[config.mk]
export PLATFORM = sky130hd
export DESIGN_NAME = swjSeqGen
export DESIGN_NICKNAME = d
export VERILOG_FILES = /design/src/rtl/swjSeqPkg.sv /design/src/rtl/swjSeqCtrl.sv /design/src/rtl/swjSeqData.sv /design/src/rtl/swjSeqGen.sv
export SDC_FILE = /design/constraint.sdc
export NUM_CORES = 1
export LEC_CHECK = 0
export BUFFER_PORTS_ARGS = -buffer_cell sky130_fd_sc_hd__buf_2
export CORE_MARGIN = 2
export CORE_UTILIZATION = 62
export CTS_CLUSTER_SIZE = 40
export DETAILED_ROUTE_END_ITERATION = 12
export HOLD_SLACK_MARGIN = 0.03
export PLACE_DENSITY = 0.88
export SLEW_MARGIN = 0
export SYNTH_ARGS = -nofsm -noshare
export SYNTH_HDL_FRONTEND = slang
export SYNTH_SLANG_ARGS = --single-unit
[constraint.sdc]
create_clock -name clk -period 3 [get_ports clk]
set_clock_uncertainty 0.1 [all_clocks]
set_input_delay 0.45 -clock clk [delete_from_list [all_inputs] [get_ports clk]]
set_output_delay 0.45 -clock clk [all_outputs]
set_load 0.02 [all_outputs]
[src/rtl/swjSeqPkg.sv]
package swjSeqPkg;

  localparam int IDX_W = 8;

  typedef enum logic [2:0] {
    CMD_LINE_RESET   = 3'd0,
    CMD_JTAG_TO_SWD  = 3'd1,
    CMD_SWD_TO_JTAG  = 3'd2,
    CMD_SWD_TO_DORM  = 3'd3,
    CMD_DORM_TO_SWD  = 3'd4,
    CMD_JTAG_TO_DORM = 3'd5,
    CMD_DORM_TO_JTAG = 3'd6
  } swjCmd_e;

  // strobes from control to datapath
  typedef struct packed {
    logic load;
    logic rise;
    logic step;
    logic finish;
  } seqStrobe_t;

  localparam logic [127:0] ALERT_CODE = 128'h19BC0EA2E3DDAFE986852D956209F392;
  localparam logic [15:0]  TO_SWD_CODE  = 16'hE79E;
  localparam logic [15:0]  TO_JTAG_CODE = 16'hE73C;
  localparam logic [15:0]  TO_DORM_CODE = 16'hE3BC;
  localparam logic [7:0]   SWD_ACT_CODE = 8'h1A;
  localparam logic [63:0]  JTAG_DORM_SEQ = 64'h00000067777775FF;

  function automatic logic [IDX_W-1:0] seqLen(input logic [2:0] c);
    case (c)
      CMD_LINE_RESET:   return 8'd64;
      CMD_JTAG_TO_SWD:  return 8'd136;
      CMD_SWD_TO_JTAG:  return 8'd80;
      CMD_SWD_TO_DORM:  return 8'd72;
      CMD_DORM_TO_SWD:  return 8'd224;
      CMD_JTAG_TO_DORM: return 8'd40;
      CMD_DORM_TO_JTAG: return 8'd160;
      default:          return 8'd1;
    endcase
  endfunction

  // level of bit i of pattern c
  function automatic logic seqBit(input logic [2:0] c, input logic [IDX_W-1:0] i);
    logic [IDX_W-1:0] codeOff;
    logic [IDX_W-1:0] alertOff;
    logic [IDX_W-1:0] actOff;
    codeOff  = i - 8'd56;
    alertOff = i - 8'd8;
    actOff   = i - 8'd140;
    case (c)
      CMD_LINE_RESET:  return i < 8'd56;
      CMD_JTAG_TO_SWD: begin
        if (i < 8'd56)      return 1'b1;
        else if (i < 8'd72) return TO_SWD_CODE[codeOff[3:0]];
        else                return i < 8'd128;
      end
      CMD_SWD_TO_JTAG: begin
        if (i < 8'd56)      return 1'b1;
        else if (i < 8'd72) return TO_JTAG_CODE[codeOff[3:0]];
        else                return 1'b1;
      end
      CMD_SWD_TO_DORM: begin
        if (i < 8'd56)      return 1'b1;
        else                return TO_DORM_CODE[codeOff[3:0]];
      end
      CMD_DORM_TO_SWD: begin
        if (i < 8'd8)        return 1'b1;
        else if (i < 8'd136) return ALERT_CODE[alertOff[6:0]];
        else if (i < 8'd140) return 1'b0;
        else if (i < 8'd148) return SWD_ACT_CODE[actOff[2:0]];
        else                 return i < 8'd216;
      end
      CMD_JTAG_TO_DORM: return JTAG_DORM_SEQ[i[5:0]];
      CMD_DORM_TO_JTAG: begin
        if (i < 8'd8)        return 1'b1;
        else if (i < 8'd136) return ALERT_CODE[alertOff[6:0]];
        else                 return 1'b0;
      end
      default: return 1'b1;
    endcase
  endfunction

endpackage

[src/rtl/swjSeqCtrl.sv]
module swjSeqCtrl
  import swjSeqPkg::*;
#(
  parameter int HALF_CYCLES = 2
) (
  input  logic       clk,
  input  logic       rstN,
  input  logic       start,
  input  logic [2:0] cmd,
  input  logic       lastBit,
  output seqStrobe_t strobe,
  output logic       busy,
  output logic       done
);

  localparam int PH_CNT = 2 * HALF_CYCLES;
  localparam int PH_W = (PH_CNT > 2) ? $clog2(PH_CNT) : 1;
  localparam logic [PH_W-1:0] PH_RISE = PH_W'(HALF_CYCLES - 1);
  localparam logic [PH_W-1:0] PH_END  = PH_W'(PH_CNT - 1);

  typedef enum logic {ST_IDLE, ST_SHIFT} ctrlState_e;

  ctrlState_e stateQ;
  logic [PH_W-1:0] phaseQ;
  logic doneQ;
  logic cmdValid;
  logic bitEnd;

  assign cmdValid = (cmd <= 3'd6);
  assign bitEnd   = (stateQ == ST_SHIFT) && (phaseQ == PH_END);

  always_comb begin
    strobe        = '0;
    strobe.load   = (stateQ == ST_IDLE) && start && cmdValid;
    strobe.rise   = (stateQ == ST_SHIFT) && (phaseQ == PH_RISE);
    strobe.step   = bitEnd && !lastBit;
    strobe.finish = bitEnd && lastBit;
  end

  always_ff @(posedge clk or negedge rstN) begin
    if (!rstN) begin
      stateQ <= ST_IDLE;
      phaseQ <= '0;
      doneQ  <= 1'b0;
    end else begin
      doneQ <= strobe.finish;
      if (strobe.load) begin
        stateQ <= ST_SHIFT;
        phaseQ <= '0;
      end else if (stateQ == ST_SHIFT) begin
        if (phaseQ == PH_END) phaseQ <= '0;
        else                  phaseQ <= phaseQ + 1'b1;
        if (strobe.finish)    stateQ <= ST_IDLE;
      end
    end
  end

  assign busy = (stateQ == ST_SHIFT);
  assign done = doneQ;

  p_done_pulse_r9: assert property (@(posedge clk) disable iff (!rstN)
    done |=> !done);

  p_done_after_busy_r9: assert property (@(posedge clk) disable iff (!rstN)
    done |-> (!busy && $past(busy)));

endmodule

[src/rtl/swjSeqData.sv]
module swjSeqData
  import swjSeqPkg::*;
(
  input  logic       clk,
  input  logic       rstN,
  input  seqStrobe_t strobe,
  input  logic [2:0] cmd,
  output logic       lineClk,
  output logic       dataOut,
  output logic       dataOe,
  output logic       lastBit
);

  logic [2:0]       cmdQ;
  logic [IDX_W-1:0] idxQ;
  logic [IDX_W-1:0] idxNext;
  logic             clkQ;
  logic             dataQ;
  logic             oeQ;

  assign idxNext = idxQ + 1'b1;
  assign lastBit = (idxQ == seqLen(cmdQ) - 1'b1);

  always_ff @(posedge clk or negedge rstN) begin
    if (!rstN) begin
      cmdQ  <= '0;
      idxQ  <= '0;
      clkQ  <= 1'b0;
      dataQ <= 1'b1;
      oeQ   <= 1'b0;
    end else if (strobe.load) begin
      cmdQ  <= cmd;
      idxQ  <= '0;
      clkQ  <= 1'b0;
      dataQ <= seqBit(cmd, '0);
      oeQ   <= 1'b1;
    end else if (strobe.rise) begin
      clkQ <= 1'b1;
    end else if (strobe.step) begin
      clkQ  <= 1'b0;
      idxQ  <= idxNext;
      dataQ <= seqBit(cmdQ, idxNext);
    end else if (strobe.finish) begin
      clkQ <= 1'b0;
      oeQ  <= 1'b0;
    end
  end

  assign lineClk = clkQ;
  assign dataOut = dataQ;
  assign dataOe  = oeQ;

  p_data_change_clk_low_r7: assert property (@(posedge clk) disable iff (!rstN)
    !$stable(dataQ) |-> !clkQ);

  p_clk_needs_oe_r10: assert property (@(posedge clk) disable iff (!rstN)
    clkQ |-> oeQ);

  p_cmd_held_r8: assert property (@(posedge clk) disable iff (!rstN)
    (oeQ && !strobe.finish) |=> $stable(cmdQ));

endmodule

[src/rtl/swjSeqGen.sv]
module swjSeqGen
  import swjSeqPkg::*;
#(
  parameter int HALF_CYCLES = 2
) (
  input  logic       clk,
  input  logic       rstN,
  input  logic       start,
  input  logic [2:0] cmd,
  output logic       lineClk,
  output logic       dataOut,
  output logic       dataOe,
  output logic       busy,
  output logic       done
);

  seqStrobe_t strobe;
  logic lastBit;

  swjSeqCtrl #(.HALF_CYCLES(HALF_CYCLES)) i_ctrl (
    .clk     (clk),
    .rstN    (rstN),
    .start   (start),
    .cmd     (cmd),
    .lastBit (lastBit),
    .strobe  (strobe),
    .busy    (busy),
    .done    (done)
  );

  swjSeqData i_data (
    .clk     (clk),
    .rstN    (rstN),
    .strobe  (strobe),
    .cmd     (cmd),
    .lineClk (lineClk),
    .dataOut (dataOut),
    .dataOe  (dataOe),
    .lastBit (lastBit)
  );

  p_oe_busy_r10: assert property (@(posedge clk) disable iff (!rstN)
    dataOe == busy);

  p_clk_idle_low_r10: assert property (@(posedge clk) disable iff (!rstN)
    !busy |-> !lineClk);

endmodule

==> results.sh <==
export IMPL_run_status="complete, no violations"
export IMPL_rows=21
export IMPL_dr_total_vias=2046
export IMPL_postSynthAreaPerCell_um2=7.874
export IMPL_p_comb_share_pct=69.7
export IMPL_power_frac_seq_pct=23.0
export IMPL_yosysTopAreaCell="dfrtp_1"
export IMPL_antenna_found_initial=0
export IMPL_async_flop_share_pct=100.0
export IMPL_pwr_share_clk_pct=7.3
export IMPL_grt_usage_pct=25.97
export IMPL_path_max_fanout=15
export IMPL_synthToLayoutAreaGrowth_pct=2.794
export IMPL_clk_pin_slew_worst_paths_ns=0.10
export IMPL_port_buffers=10
export IMPL_ys_seq_area_share_pct=21.01
export IMPL_synth_top_area_share_pct=19.79
export IMPL_crit_path_end_kind="flop"
export IMPL_arrival_ns=2.94
export IMPL_total_leakage_power_nw=0.8944
export IMPL_grt_setup_unrepaired="no"
export IMPL_tightest_slew_ns=0.4995
export IMPL_grt_max_degree=20
export IMPL_cts_inserted_buffers=3
export IMPL_fp_dieH_um=62.88
export IMPL_critPathSlowestCell="dfrtp_1"
export IMPL_yosysWarnings=0
export IMPL_layout_cells_non_filler=318
export IMPL_core_mm2=0.003337
export IMPL_cp_start_kind="flop"
export IMPL_syn_num_nets=288
export IMPL_drcViolationCount=0
export IMPL_synth_area_leaders="dfrtp_1, ha_1, mux2i_1, o21ai_0, nand2_1"
export IMPL_yosys_top_cells_count="nand2_1, nor2_1, o21ai_0, dfrtp_1"
export IMPL_synth_area_mm2=0.002150
export IMPL_hp_class="in2reg"
export IMPL_cts_sinks=18
export IMPL_synth_edf_count=0
export IMPL_die_width_um=62.88
export IMPL_clk_latency_ns=0.29
export IMPL_tns_ns=0
export IMPL_drt_initial_drc_count=158
export IMPL_cp_slowest_stage_delay_ns=0.39
export IMPL_hold_violations=0
export IMPL_die_area_mm2=0.003954
export IMPL_internal_power_w=0.0009716
export IMPL_grt_pass1_vias=1797
export IMPL_max_freq_ghz=0.3556
export IMPL_postSynthCellCount=273
export IMPL_power_density_mw_per_mm2=901.1
export IMPL_post_drt_wl_per_cell_um=15.48
export IMPL_start_util_pct=64.42
export IMPL_ant_nets=0
export IMPL_post_route_period_util_pct=93.74
export IMPL_swShare_pct=51.21
export IMPL_rrSetupSlack_ns=0.19
export IMPL_finalSetupViolCount=0
export IMPL_num_antenna_cells=0
export IMPL_cts_tree="yes"
export IMPL_finalMaxSlewViolations=0
export IMPL_final_layout_size_suffix_gt1_share_pct=15.07
export IMPL_switchingPower_w=0.001020
export IMPL_grt_pass1_wl_um=8418
export IMPL_yosysMostFrequentCell="nand2_1"
export IMPL_synth_top_flop_cell="dfrtp_1"
export IMPL_num_nets_final=288
export IMPL_timing_slew_headroom_pct=66.70
export IMPL_drtPass1Iterations=6
export IMPL_crit_chain="buf_4 -> and3_4 -> xnor2_4 -> inv_4 -> ha_1 -> xnor3_1 -> a311oi_1 -> a211oi_1 -> a31o_1 -> o32a_1"
export IMPL_vdd_ir_drop_max_mv=0.4066
export IMPL_wl_um=4922
export IMPL_cts_max_path_buffers=2
export IMPL_cp_required_ns=3.13
export IMPL_cts_root_buf="clkbuf_4"
export IMPL_synth_cell_type_count=72
export IMPL_cp_top_family="compound AO/OA/AOI/OAI gates"
export IMPL_layout_min_cycle_time_ns=2.812
export IMPL_vias_per_cell=6.434
export IMPL_synth_seq_cells=18
export IMPL_gp_congestion=1.016
export IMPL_cp_buffers_inverters=2
export IMPL_placed_cells=313
export IMPL_max_cap_viol_count=0
export IMPL_critPathKind="reg2reg"
export IMPL_cts_max_level=1
export IMPL_dp_hpwl_um=3699
export IMPL_grt_overflow_total=0
export IMPL_pin_count=11
path summary, 6_finish.rpt:
kind | startpoint | end | cells past startpoint
max | i_data.idxQ[1] | i_data.dataOut | 10
min | cmd[2] | i_data.cmdQ[2] | 3
max reg2reg | i_data.idxQ[1] | i_data.dataOut | 10
min reg2reg | i_data.dataOut | i_data.dataOut | 1
max in group asynchronous | rstN | i_data.dataOut | 2
min in group asynchronous | rstN | i_data.idxQ[7] | 2
through the flow:
stage | total power (W) | hold slack, ns | worst slack [ns] | utilization [%] | area, µm²
after floorplan | 0.001576 | 0.05441 | 0.3042 | - | 2150
after global placement | 0.001802 | 0.3085 | 0.2807 | 64.83 | 2163
after detailed placement | 0.001824 | 0.3078 | 0.2238 | 64.83 | 2163
after CTS | 0.001977 | 0.2842 | 0.2013 | 66.22 | 2210
after global routing | 0.002180 | 0.3128 | 0.02888 | 66.22 | 2210
final | 0.001991 | 0.2943 | 0.1879 | 66.22 | 2210
registers in the layout, indices dropped and copies added, names as in the netlist:
| register | cells |
|---|---|
| i_data.cmdQ | 3 |
| i_ctrl.busy | 1 |
| i_ctrl.done | 1 |
| i_data.dataOe | 1 |
| i_data.dataOut | 1 |
| i_data.idxQ | 8 |
| i_data.lineClk | 1 |
| i_ctrl.phaseQ | 2 |
logic make-up after synthesis:
family,share of synthesized area (%)
multiplexers,4.657
AO/OA/AOI/OAI,28.29
XOR/XNOR,4.308
AND/OR/NAND/NOR,26.95
adder cells (fa/ha/maj),5.239
buffers and inverters,9.545
flip-flops,21.01
layer usage:
metal	global-route usage [%]	vias to the layer above	share of wire, %
met5	0	-	0
met4	3.611	0	0.55
met3	4.144	4	6.7
met2	39.63	65	45
met1	39.38	968	47
li1	-	1009	-
placed cells by master (no fill, tap or decap), types with 3 or more instances in the layout:
cell type	instances
ha_1	9
nand3_1	10
nor2_1	22
and2_1	3
nor3b_1	4
nor3_1	11
mux2i_1	10
o21a_1	3
inv_1	9
o31ai_1	4
nand3_2	3
nand4_1	3
a211oi_1	5
dfrtp_1	17
a31oi_1	5
nand2_1	23
nand2b_1	9
buf_4	9
nor2b_1	4
and3_1	3
a21oi_1	11
clkbuf_4	3
o21ai_0	20
o221ai_1	4
buf_2	10
final cells by class:
type | count | area (µm²)
multi-input cells | 219 | 1493
fillers | 282 | 1127
flip-flops and latches | 18 | 451.7
repair buffers | 20 | 127.6
well taps | 46 | 57.56
inverters | 11 | 43.79
clock buffers | 4 | 36.28
tightest hold or removal path, stage by stage:
cell and delay (ns):
buf_2 0.11, nand2_1 0.05, nand2_1 0.05
power groups by stage:
stage          Clock, W  Sequential [W]  Combinational (W)
2_1_floorplan         0        0.000424            0.00115
3_3_place_gp          0        0.000457            0.00135
3_5_place_dp          0        0.000461            0.00136
4_1_cts        0.000151        0.000456            0.00137
5_1_grt        0.000163        0.000479            0.00154
6_report       0.000145        0.000458            0.00139
timing repair:
action	4_1_cts	5_1_grt
setup buffers	0	0
hold buffers	1	0
setup endpoints to repair	0	0
resized for setup	0	0
hold endpoints to repair	17	0
Note: power is estimated with default switching activity, not from simulation.
